<file path="config.mk">
export PLATFORM = sky130hd
export DESIGN_NAME = sbus_seq
export DESIGN_NICKNAME = d
export VERILOG_FILES = /design/src/rtl/sbus_pkg.sv /design/src/rtl/sbus_master.sv /design/src/rtl/sbus_mem.sv /design/src/rtl/sbus_slave.sv /design/src/rtl/sbus_seq.sv
export SDC_FILE = /design/constraint.sdc
export NUM_CORES = 1
export LEC_CHECK = 0
export BUFFER_PORTS_ARGS = -buffer_cell sky130_fd_sc_hd__buf_4
export CORE_MARGIN = 2
export CORE_UTILIZATION = 45
export CTS_BUF_LIST = sky130_fd_sc_hd__clkbuf_2
export DETAILED_ROUTE_END_ITERATION = 7
export HOLD_SLACK_MARGIN = 0.02
export PLACE_DENSITY = 0.64
export SLEW_MARGIN = 5
export SYNTH_ARGS = -nofsm -noshare
export SYNTH_HDL_FRONTEND = slang
export SYNTH_SLANG_ARGS = --single-unit
</file>
<file path="constraint.sdc">
create_clock -name clk -period 3.74 [get_ports clk]
set_clock_uncertainty 0.15 [all_clocks]
set_input_delay 0.187 -clock clk [delete_from_list [all_inputs] [get_ports clk]]
set_output_delay 0.187 -clock clk [all_outputs]
set_load 0.1 [all_outputs]
</file>
<file path="src/rtl/sbus_pkg.sv">
// Shared definitions for the split-phase bus: phase field codes and command codes.
package sbus_pkg;
    typedef enum logic [1:0] {
        PH_IDLE    = 2'd0,
        PH_ADDR_RD = 2'd1,
        PH_ADDR_WR = 2'd2,
        PH_DATA    = 2'd3
    } phase_t;

    localparam logic [1:0] CMD_READ  = 2'd0;
    localparam logic [1:0] CMD_WRITE = 2'd1;
endpackage

</file>
<file path="src/rtl/sbus_master.sv">
// Bus master: takes one command at a time and walks it through its bus phases.
// Assumes the slave answers a read address exactly two cycles later (one idle
// turnaround cycle, then its data cycle) and that DW >= AW.
module sbus_master
    import sbus_pkg::*;
#(
    parameter int AW = 4,
    parameter int DW = 16
) (
    input  logic          clk,
    input  logic          rst_n,
    input  logic          req_valid,
    input  logic [1:0]    req_cmd,
    input  logic [AW-1:0] req_addr,
    input  logic [DW-1:0] req_wdata,
    output logic          req_ready,
    output logic          done,
    output logic [DW-1:0] rd_data,
    input  logic [DW-1:0] bus_word,
    output logic          m_oe,
    output phase_t        m_phase,
    output logic [DW-1:0] m_word
);
    typedef enum logic [2:0] {M_IDLE, M_ADDR, M_TURN, M_CAP, M_GAP, M_DATA} mstate_t;

    mstate_t       state;
    logic          is_rd;
    logic [AW-1:0] addr_q;
    logic [DW-1:0] wdata_q;

    assign req_ready = (state == M_IDLE);

    // Drive the bus only in the master's own phases.
    always_comb begin
        m_oe    = 1'b0;
        m_phase = PH_IDLE;
        m_word  = '0;
        case (state)
            M_ADDR: begin
                m_oe    = 1'b1;
                m_phase = is_rd ? PH_ADDR_RD : PH_ADDR_WR;
                m_word  = DW'(addr_q);
            end
            M_DATA: begin
                m_oe    = 1'b1;
                m_phase = PH_DATA;
                m_word  = wdata_q;
            end
            default: ;
        endcase
    end

    // Phase sequencing, data capture and completion pulse.
    always_ff @(posedge clk) begin
        if (!rst_n) begin
            state   <= M_IDLE;
            is_rd   <= 1'b0;
            addr_q  <= '0;
            wdata_q <= '0;
            rd_data <= '0;
            done    <= 1'b0;
        end else begin
            done <= 1'b0;
            case (state)
                M_IDLE: if (req_valid) begin
                    addr_q  <= req_addr;
                    wdata_q <= req_wdata;
                    is_rd   <= (req_cmd == CMD_READ);
                    state   <= req_cmd[1] ? M_DATA : M_ADDR;
                end
                M_ADDR: state <= is_rd ? M_TURN : M_DATA;
                M_TURN: state <= M_CAP;
                M_CAP: begin
                    rd_data <= bus_word;
                    done    <= 1'b1;
                    state   <= M_GAP;
                end
                M_GAP: state <= M_IDLE;
                M_DATA: begin
                    done  <= 1'b1;
                    state <= M_IDLE;
                end
                default: state <= M_IDLE;
            endcase
        end
    end
endmodule

</file>
<file path="src/rtl/sbus_mem.sv">
// Word storage behind the slave: asynchronous read, synchronous write.
// Assumes contents are undefined until written; no reset on the array.
module sbus_mem #(
    parameter int AW = 4,
    parameter int DW = 16
) (
    input  logic          clk,
    input  logic          we,
    input  logic [AW-1:0] waddr,
    input  logic [DW-1:0] wdata,
    input  logic [AW-1:0] raddr,
    output logic [DW-1:0] rdata
);
    localparam int DEPTH = 1 << AW;

    logic [DW-1:0] cells [DEPTH];

    // Store one word when the slave commits a write.
    always_ff @(posedge clk) begin
        if (we) cells[waddr] <= wdata;
    end

    assign rdata = cells[raddr];
endmodule

</file>
<file path="src/rtl/sbus_slave.sv">
// Memory slave: decodes bus phases, holds a latched write address until its
// data phase, answers reads after one turnaround cycle and flags stray data.
// Assumes it never decodes the bus while it is itself driving a reply.
module sbus_slave
    import sbus_pkg::*;
#(
    parameter int AW = 4,
    parameter int DW = 16
) (
    input  logic          clk,
    input  logic          rst_n,
    input  phase_t        bus_phase,
    input  logic [AW-1:0] bus_addr,
    input  logic [DW-1:0] bus_word,
    output logic          s_oe,
    output logic          mem_we,
    output logic [AW-1:0] mem_addr,
    output logic [DW-1:0] mem_wdata,
    output logic          bus_err
);
    typedef enum logic [1:0] {S_IDLE, S_TURN, S_DRIVE} sstate_t;

    sstate_t       state;
    logic          pend;
    logic [AW-1:0] addr_q;

    assign s_oe      = (state == S_DRIVE);
    assign mem_addr  = addr_q;
    assign mem_wdata = bus_word;
    assign mem_we    = (state == S_IDLE) && (bus_phase == PH_DATA) && pend;

    // Phase decode, pending write address and stray-data flag.
    always_ff @(posedge clk) begin
        if (!rst_n) begin
            state   <= S_IDLE;
            pend    <= 1'b0;
            addr_q  <= '0;
            bus_err <= 1'b0;
        end else begin
            bus_err <= 1'b0;
            case (state)
                S_IDLE: begin
                    case (bus_phase)
                        PH_ADDR_RD: begin
                            addr_q <= bus_addr;
                            state  <= S_TURN;
                        end
                        PH_ADDR_WR: begin
                            addr_q <= bus_addr;
                            pend   <= 1'b1;
                        end
                        PH_DATA: begin
                            if (pend) pend    <= 1'b0;
                            else      bus_err <= 1'b1;
                        end
                        default: ;
                    endcase
                end
                S_TURN:  state <= S_DRIVE;
                S_DRIVE: state <= S_IDLE;
                default: state <= S_IDLE;
            endcase
        end
    end
endmodule

</file>
<file path="src/rtl/sbus_seq.sv">
// Top: master and memory slave joined by one resolved shared bus.
// The bus is modelled as a driver-select mux; when nobody drives it reads idle/zero.
// Assumes DW >= AW so an address fits on the word lines.
module sbus_seq
    import sbus_pkg::*;
#(
    parameter int AW = 4,
    parameter int DW = 16
) (
    input  logic          clk,
    input  logic          rst_n,
    input  logic          req_valid,
    input  logic [1:0]    req_cmd,
    input  logic [AW-1:0] req_addr,
    input  logic [DW-1:0] req_wdata,
    output logic          req_ready,
    output logic          done,
    output logic [DW-1:0] rd_data,
    output logic          bus_err,
    output logic [1:0]    bus_phase,
    output logic [DW-1:0] bus_word
);
    logic          m_oe;
    phase_t        m_phase;
    logic [DW-1:0] m_word;
    logic          s_oe;
    logic          mem_we;
    logic [AW-1:0] mem_addr;
    logic [DW-1:0] mem_wdata;
    logic [DW-1:0] mem_rdata;
    phase_t        bus_ph;

    // Resolve who owns the shared wires this cycle.
    always_comb begin
        if (m_oe) begin
            bus_ph   = m_phase;
            bus_word = m_word;
        end else if (s_oe) begin
            bus_ph   = PH_DATA;
            bus_word = mem_rdata;
        end else begin
            bus_ph   = PH_IDLE;
            bus_word = '0;
        end
    end

    assign bus_phase = bus_ph;

    sbus_master #(.AW(AW), .DW(DW)) u_master (
        .clk(clk), .rst_n(rst_n),
        .req_valid(req_valid), .req_cmd(req_cmd), .req_addr(req_addr),
        .req_wdata(req_wdata), .req_ready(req_ready), .done(done),
        .rd_data(rd_data), .bus_word(bus_word),
        .m_oe(m_oe), .m_phase(m_phase), .m_word(m_word)
    );

    sbus_slave #(.AW(AW), .DW(DW)) u_slave (
        .clk(clk), .rst_n(rst_n),
        .bus_phase(bus_ph), .bus_addr(bus_word[AW-1:0]), .bus_word(bus_word),
        .s_oe(s_oe), .mem_we(mem_we), .mem_addr(mem_addr),
        .mem_wdata(mem_wdata), .bus_err(bus_err)
    );

    sbus_mem #(.AW(AW), .DW(DW)) u_mem (
        .clk(clk), .we(mem_we), .waddr(mem_addr), .wdata(mem_wdata),
        .raddr(mem_addr), .rdata(mem_rdata)
    );
endmodule

</file>
==> results of run 1 <==
where the power goes:
group / switching [mW] / internal [mW] / total [mW]
clock network: 1.31 / 0.862 / 2.17
registers: 0.0637 / 3.76 / 3.82
logic: 0.672 / 0.437 / 1.11
total: 2.05 / 5.06 / 7.10
worst max path at each step:
stage                      start            endpoint  slack, ns  cells past startpoint
2_1_floorplan  u_master.state[1]   u_mem.cells[6][0]     -0.009                     10
5_1_grt                 register        bus_word[10]       0.04                      6
6_report                register         bus_word[2]       0.20                      5
3_5_place_dp   u_master.state[1]  u_mem.cells[5][10]       0.52                      9
3_3_place_gp   u_master.state[1]  u_mem.cells[5][10]       0.59                      9
4_1_cts                 register         bus_word[2]       0.16                      5
kinds of logic (layout without fill, tap and decap cells):
logic type / Yosys count / after routing / share of synthesized area, %
adder cells (fa/ha/maj): 3 / 3 / 0.3085
buffers and inverters: 48 / 346 / 2.345
AO/OA/AOI/OAI: 140 / 140 / 7.960
other: 0 / 1 / 0
multiplexers: 132 / 132 / 10.86
AND/OR/NAND/NOR: 168 / 168 / 6.623
flip-flops: 309 / 309 / 71.90
cells in the mapped netlist, drive strengths merged, types with 2 or more instances:
cell	instances	area, sq um
nand2b	7	43.79
a21boi	22	165.2
nor3b	4	51.30
nor3	9	55.05
clkbuf	16	60.06
nand3	42	210.2
o21ai	21	105.1
a31oi	20	143.9
inv	2	7.510
nor2b	6	45.04
ha	3	37.54
and3	2	12.51
edfxtp	256	7687
a22oi	64	480.5
nor2	26	97.59
and2	4	25.02
dfxtp	53	1061
nand2	65	244.0
mux2i	132	1321
a21oi	10	50.05
buf	30	217.7
timing repair:
item | in CTS | in global routing
hold buffers | 87 | 0
hold endpoints to repair | 53 | 0
gates resized for setup | 1 | 1
setup endpoints to repair | 2 | 1
critical path, stage by stage (launching register included):
cell	delay (ns)
dfxtp_1	0.46
nor2b_1	0.59
a22oi_1	0.29
a31oi_2	0.41
nand2_1	0.30
buf_4	0.33
metrics by stage:
stage / hold WS [ns] / setup slack [ns]
2_1_floorplan: 0.1819 / -0.008501
3_3_place_gp: 0.3010 / 0.5926
3_5_place_dp: 0.3102 / 0.5216
4_1_cts: 0.09481 / 0.1574
5_1_grt: 0.1820 / 0.04307
6_report: 0.1803 / 0.2045
layout make-up:
cell class	count	area share, %
flip-flops and latches	309	58.94
multi-input cells	443	21.62
repair buffers	201	11.80
clock buffers	122	4.112
well taps	341	2.874
clock inverters	21	0.5814
inverters	2	0.05056
diodes	1	0.01685
registers in the layout (all words and copies together), names as in the netlist, 2 cells and up, named ones only:
signal and flops:
u_mem.cells 256, u_master.wdata_q 16, u_master.addr_q 4, u_slave.mem_addr 4, u_master.state 3, u_slave.state 2, u_master.rd_data 16
per-layer routing:
layer / global-route usage [%] / routed length (um)
met4: 7.421 / 569
met5: 0 / 0
met1: 29.12 / 13290
met2: 34.00 / 14080
met3: 5.125 / 2290
cell usage in the layout, fill, tap and decap left out, drive strengths merged:
master,n
inv,4
clkbuf,122
and2,4
a31oi,20
nor3,9
or3,1
nand2b,7
diode,1
buf,114
clkinv,18
nand3,42
nor2,26
o31ai,1
a21oi,10
nor3b,4
o22a,1
nor2b,6
o21a,1
ha,3
edfxtp,256
mux2i,132
o21ai,21
a21boi,22
nand2,65
a22oi,64
dfxtp,53
or3b,1
dlygate4sd3,87
nor4,1
clkinvlp,1
and3,2
==> flow_summary.ini, run 1 <==
[hold_path]
hp-start = req_valid
holdPathEnd = u_master.state[0]
worst_hold_path.num_cells = 5
hold_class = in -> reg

[grt]
grt_pass1_wl_um = 45470
grt_max_degree = 76
grt-ovfl-total = 0
grt_use_total_pct = 21.43
antenna_found_initial = 1
first_global_vias = 7894

[timing]
worst_pin_slew_ns = 0.7518
fmax_ghz = 0.2828
fin_crit_sh_pct = 94.53
rsz0062_at_grt = no
slew_headroom_pct = 49.88
finalHoldViolations = 0
min_period_ns = 3.536
setup_viol = 0
drv_slew = 0
timing.setup.tns_ns = 0

[finish]
fin_nets = 1062
finalInstanceArea_sq_mm = 0.01485
utilization_pct = 55.56
drive_above_1_share_pct = 25.05
syn_to_final_growth_pct = 22.04
multiInputGateArea_sq_mm = 0.003211
nFillCells = 2184
stdcell_count = 1440
area.sequential_sq_mm = 0.008752

[route]
wl_per_cell_um = 20.99
drt-initial-drc-count = 694
totalWireLength_um = 30230
vias = 7729
drc = 0
viasPerCell = 5.367
antenna_left = 0
dr.pass1.iters = 5

[die]
die_area_sq_mm = 0.02837
core_area_sq_mm = 0.02673
start_util_pct = 45.52
fp.dieW_um = 168.4
io-pin-count = 62
rows = 60
chipHeight_um = 168.4

[pwr]
vdd_drop_max_mv = 0.1935
power_mw = 7.103
power.leakage_nw = 5.222
powerDensity_mw_per_mm2 = 478.4

[cts]
cts_tree = yes
cts_max_level = 3
clkTransAtPathRegs_ns = 0.10
cts_buffers = 77
insertion_delay_ns = 0.84
root_buffer = clkbuf_2
clock_path_buffers = 3
cts_setup_buffers = 0
clkSinkCount = 309

[place]
gp_routability_congestion = 0.7874
port_buffers = 61
placed_area_sq_mm = 0.01327
dpl.cell_count = 1209
dp_hpwl_um = 18570

[critical_path]
worstPathArrival_ns = 3.20
cp_max_fo = 10
start_kind = register
worstPathRequired_ns = 3.40
reg2reg_to = u_mem.cells[5][10]
r2r_slack_ns = 0.46
end_kind = primary output
r2r_cells = 9
crit_type = reg -> out
rr_startpoint = u_master.state[1]

[synthesis]
synth_area_sq_mm = 0.01217
ys_seq_area_share_pct = 71.90
synthFlopType = edfxtp_1
synthCells = 800
synth_area_per_cell_sq_um = 15.21
synth_edf_count = 256
synthesis.nets = 828
synthArstFlopShare_pct = 0
yosys_warnings = 0
synth_seq_cells = 309
synth.distinct_cells = 36

[run_status]
status = finished clean

[flow_run]
max-cap-violations = 0
Note: power is estimated with default switching activity, not from simulation.
==> run 2, diff against run 1 <==
- ABC_AREA: not set -> 1
==> run 2 against run 1 <==
Fmax increased by 1.0%. Combinational power rose by 57%. Global-route usage grew 3.3 points. First-iteration DRC count rose by 46%. Synthesized area increased by 9.5%. Wire length rose by 23%. Critical path depth rose by 5. Total power grew 10%. Sequential share of layout area is 4.5 points lower. Count of clock-buffer cells in the layout fell by 4. Critical path type unchanged. Critical endpoint is now bus_word[12]. Largest power group unchanged. Highest routed layer unchanged.
==> flow_summary.ini, run 2 <==
[run_status]
status = finished clean

[synthesis]
synthArstFlopShare_pct = 0
yosysTopAreaCellShare_pct = 57.72
synthCells = 1387
synth_seq_cells = 309
ys_seq_area_share_pct = 65.69
synth_edf_count = 256
synth_area_sq_mm = 0.01332
synth_area_leaders = edfxtp_1 (58%), nand2_1 (12%), nand3_1 (8.7%), dfxtp_1 (8.0%), inv_1 (6.8%)
yosys-top-cells-count = nand2_1 (424), edfxtp_1 (256), inv_1 (243)
synthesis.nets = 1415
synth.distinct_cells = 25
yosys_warnings = 0
synth_top_area_cell = edfxtp_1
synth.most_common_cell = nand2_1
synth_area_per_cell_sq_um = 9.602
synthFlopType = edfxtp_1

[timing]
timing.setup.tns_ns = 0
rsz0062_at_grt = no
finalHoldViolations = 0
drv_slew = 0
setup_viol = 0
worst_pin_slew_ns = 1.163
fmax_ghz = 0.2857
min_period_ns = 3.500
fin_crit_sh_pct = 93.58
finalWorstSetupSlack_ns = 0.2402
slew_headroom_pct = 22.41

[grt]
grt-busiest-layer = met2
grt_use_total_pct = 24.76
met3_usage_pct = 5.146
antenna_found_initial = 1
met2_usage_pct = 39.04
first_global_vias = 10138
grt-ovfl-total = 0
met1_usage_pct = 33.82
grt_max_degree = 129
grt_pass1_wl_um = 57930

[finish]
area.sequential_sq_mm = 0.008753
nFillCells = 2543
multiInputGateArea_sq_mm = 0.003341
most-common-layout-cells = nand2_1 (419), edfxtp_1 (256), inv_1 (243)
regMostFlops = u_mem.cells
drive_above_1_share_pct = 16.52
final_common_cell = nand2_1
fin_nets = 1638
utilization_pct = 55.55
finalInstanceArea_sq_mm = 0.01607
largest_reg_flops = 256
syn_to_final_growth_pct = 20.69
top_regs = u_mem.cells (256), u_master.rd_data (16), u_master.wdata_q (16)

[cts]
clkTransAtPathRegs_ns = 0.09
insertion_delay_ns = 0.87
cts_tree = yes
clock_path_buffers = 3
cts_max_level = 3
root_buffer = clkbuf_2
clkSinkCount = 309
cts_setup_buffers = 0
cts_buffers = 80

[route]
vias = 10221
totalWireLength_um = 37240
viasPerCell = 4.969
dr.pass1.iters = 5
drt-initial-drc-count = 1010
drc = 0
wl_per_cell_um = 18.10
antenna_left = 0

[critical_path]
worstPathArrival_ns = 3.16
start_kind = register
end_kind = primary output
cp_max_fo = 128
worstPathRequired_ns = 3.40
crit_type = reg -> out

[place]
gp_routability_congestion = 0.9344
port_buffers = 61
preCtsSetupSlack_ns = 0.7270
dp_hpwl_um = 22860
placed_area_sq_mm = 0.01441

[die]
core_area_sq_mm = 0.02894
fp.dieW_um = 176.0
rows = 62
io-pin-count = 62
chipHeight_um = 176.0
die_area_sq_mm = 0.03099
start_util_pct = 46.03

[flow_run]
max-cap-violations = 0

[pwr]
power.leakage_nw = 7.343
vdd_drop_max_mv = 0.2746
power_mw = 7.848
powerDensity_mw_per_mm2 = 488.3

[hold_path]
hold_class = reg -> reg
run 2: cell count changes in the layout (fill, tap and decap cells not counted), moves of 21 or more:
cell	before	now
a22oi_1	64	0
nand2_1	65	419
inv_1	2	243
a21boi_0	21	0
nor2_1	12	40
mux2i_1	132	0
nand3_1	41	231
run 2: worst paths after layout:
check                         start            endpoint  slack, ns  cells after the start
hold / removal         u_slave.pend     u_slave.bus_err       0.29                      1
hold reg to reg        u_slave.pend     u_slave.bus_err       0.29                      1
setup / recovery           register        bus_word[12]       0.24                     10
setup reg to reg  u_master.state[1]  u_mem.cells[3][14]       0.72                     12
run 2: power breakdown:
part / internal [mW] / total [mW] / switching, mW
registers: 3.77 / 3.80 / 0.0355
logic: 0.516 / 1.74 / 1.22
clock network: 0.920 / 2.31 / 1.39
total: 5.20 / 7.85 / 2.64
run 2: what timing repair did:
action / CTS / global route
hold buffers: 90 / 0
resized for setup: 1 / 7
hold endpoints to repair: 53 / 0
setup endpoints to repair: 15 / 8
pin swaps: 0 / 0
run 2: worst max-delay path, cell delays in order (launching register included):
cell	delay, ns
dfxtp_4	0.39
buf_16	0.43
nand2_1	0.11
nand2_1	0.09
nand2_1	0.04
nand3_1	0.08
nand3_1	0.19
nand2_1	0.17
nand2_1	0.08
nand2_1	0.30
buf_4	0.36
run 2: area by class of cell:
class                   count  share of cell area, %
diodes                      2                0.03114
inverters                 249                  5.846
well taps                 384                  2.989
multi-input cells         765                  20.78
flip-flops and latches    309                  54.46
clock inverters            25                 0.8563
repair buffers            205                  11.36
clock buffers             118                  3.674
run 2: metrics by stage:
step | std cells | hold slack, ns
6_report | 2057 | 0.2909
2_1_floorplan | 1387 | 0.1754
4_1_cts | 2055 | 0.2108
5_1_grt | 2057 | 0.2882
3_5_place_dp | 1822 | 0.2964
3_3_place_gp | 1822 | 0.2870
run 2: cell families (layout without fill, tap and decap cells):
family / Yosys count / after routing / synth area share (%)
flip-flops: 309 / 309 / 65.69
buffers and inverters: 313 / 597 / 9.620
other: 0 / 2 / 0
adder cells (fa/ha/maj): 3 / 3 / 0.2819
AND/OR/NAND/NOR: 717 / 717 / 22.62
AO/OA/AOI/OAI: 45 / 45 / 1.785
run 2: metal layers:
layer	vias to the layer above	part of all wire (%)
met3	65	8.5
met4	0	2.8
met5	-	0
met1	4776	43
li1	4941	-
met2	439	46
==> run 3, diff against run 2 <==
- PLACE_DENSITY: 0.64 -> 0.61
- clock period: 3.74 -> 3.6 ns (I/O delays scaled with it)
==> run 3 against run 2 <==
Die area is the same. Via count is 1.2% lower. Worst hold slack lost 0.19 ns. Worst setup slack worse by 0.050 ns. Global-route usage decreased by 1.8 points. Clock power rose by 3%. Flip-flop and latch count stayed put. Count of clock-buffer cells in the layout down 2. Sequential share of layout area about the same. Critical path type unchanged. Largest cell class unchanged. Largest power group unchanged.
==> flow_summary.ini, run 3 (synthesized netlist as in run 2, its figures left out) <==
[run_status]
status = finished clean

[route]
antenna_left = 0
vias = 10101
dr.pass1.iters = 5
totalWireLength_um = 35320
wl_per_cell_um = 17.30
viasPerCell = 4.947
drc = 0
drt-initial-drc-count = 859

[cts]
root_buffer = clkbuf_2
cts_tree = yes
clkSinkCount = 309
cts_buffers = 79
cts_max_level = 3
cts_setup_buffers = 0
clock_path_buffers = 3
clkTransAtPathRegs_ns = 0.09
insertion_delay_ns = 0.88

[finish]
nFillCells = 2528
most-common-layout-cells = nand2_1 (414), edfxtp_1 (256), inv_1 (243)
regMostFlops = u_mem.cells
drive_above_1_share_pct = 16.50
syn_to_final_growth_pct = 20.80
fin_nets = 1633
top_regs = u_mem.cells (256), u_master.rd_data (16), u_master.wdata_q (16)
finalInstanceArea_sq_mm = 0.01609
multiInputGateArea_sq_mm = 0.003363
final_common_cell = nand2_1
area.sequential_sq_mm = 0.008756
largest_reg_flops = 256

[die]
start_util_pct = 46.03
chipHeight_um = 176.0
rows = 62
core_area_sq_mm = 0.02894
die_area_sq_mm = 0.03099
io-pin-count = 62
fp.dieW_um = 176.0

[critical_path]
start_kind = register
r2r_slack_ns = 0.61
end_kind = primary output
crit_type = reg -> out
worstPathArrival_ns = 3.08
worstPathRequired_ns = 3.27
rr_startpoint = u_master.state[1]
r2r_cells = 12
cp_max_fo = 71
reg2reg_to = u_mem.cells[13][2]

[pwr]
vdd_drop_max_mv = 0.2831
power.leakage_nw = 7.317
powerDensity_mw_per_mm2 = 506.0
power_mw = 8.141

[grt]
first_global_vias = 9890
grt_max_degree = 129
grt_pass1_wl_um = 54100
grt_use_total_pct = 22.93
antenna_found_initial = 2
grt-ovfl-total = 0

[timing]
finalHoldViolations = 0
setup_viol = 0
slew_headroom_pct = 31.56
fmax_ghz = 0.2933
drv_slew = 0
worst_pin_slew_ns = 1.025
timing.setup.tns_ns = 0
fin_crit_sh_pct = 94.72
min_period_ns = 3.410

[place]
gp_routability_congestion = 0.8620
placed_area_sq_mm = 0.01438
dp_hpwl_um = 21580
port_buffers = 61

[hold_path]
holdPathEnd = u_slave.pend
hp-start = rst_n
hold_class = in -> reg
worst_hold_path.num_cells = 4

[flow_run]
max-cap-violations = 0
-- run 3: cell count changes in the layout (fill, tap and decap cells not counted), sizes merged --
| cell | previous run | this run |
|---|---|---|
| bufinv | 1 | 2 |
| inv | 251 | 249 |
| clkinv | 21 | 12 |
| diode | 2 | 3 |
| buf | 115 | 112 |
| clkbuf | 118 | 117 |
| dlygate4sd3 | 90 | 88 |
-- run 3: where the power goes --
part,switching [mW],internal (mW)
registers,0.0675,3.91
clock network,1.38,0.991
logic,1.24,0.542
-- run 3: cell type report --
class	count	share of cell area, %
flip-flops and latches	309	54.43
multi-input cells	765	20.91
repair buffers	201	11.46
inverters	249	5.825
clock buffers	116	3.609
well taps	384	2.986
clock inverters	15	0.7388
diodes	3	0.04666
-- run 3: critical path, cell delays in order (launching register included) --
cell and delay, ns:
dfxtp_4 0.41, inv_4 0.23, buf_16 0.30, nand2_1 0.09, nand2_1 0.08, nand2_1 0.05
nand3_1 0.08, nand3_1 0.11, nand2_1 0.16, nand2_1 0.09, nand2_1 0.26, buf_6 0.27
-- run 3: how the worst max path moves through the flow --
stage,startpoint,slack (ns),cells after the start,end
floorplan,u_master.state[1],0.19,11,u_mem.cells[0][0]
CTS,register,0.001,10,bus_word[2]
global placement,register,0.72,9,bus_word[7]
detailed placement,register,0.69,9,bus_word[7]
global route,register,-0.01,11,bus_word[5]
finish,register,0.19,11,bus_word[5]
-- run 3: timing repair --
item | 4_1_cts | 5_1_grt
endpoints found under the hold margin | 46 | 0
gates cloned | 0 | 1
hold buffers | 88 | 0
endpoints found under the setup margin | 12 | 16
gates resized for setup | 11 | 17
-- run 3: per-layer routing --
layer | up-vias | wire length [um] | GRT usage (%) | part of all wire (%)
li1 | 4928 | - | - | -
met1 | 4707 | 15360 | 31.31 | 43
met2 | 413 | 16220 | 36.62 | 46
met3 | 53 | 2977 | 5.211 | 8.4
met4 | 0 | 757 | 7.197 | 2.1
met5 | - | 0 | 0 | 0
-- run 3: metrics by stage --
step	instances	hold WS [ns]	util [%]	setup slack [ns]
floorplan	1387	0.1684	-	0.1898
global placement	1819	0.2816	49.68	0.7159
detailed placement	1819	0.2844	49.68	0.6886
CTS	2038	0.03875	55.27	0.001020
global route	2042	0.03686	55.60	-0.01125
finish	2042	0.09899	55.60	0.1902
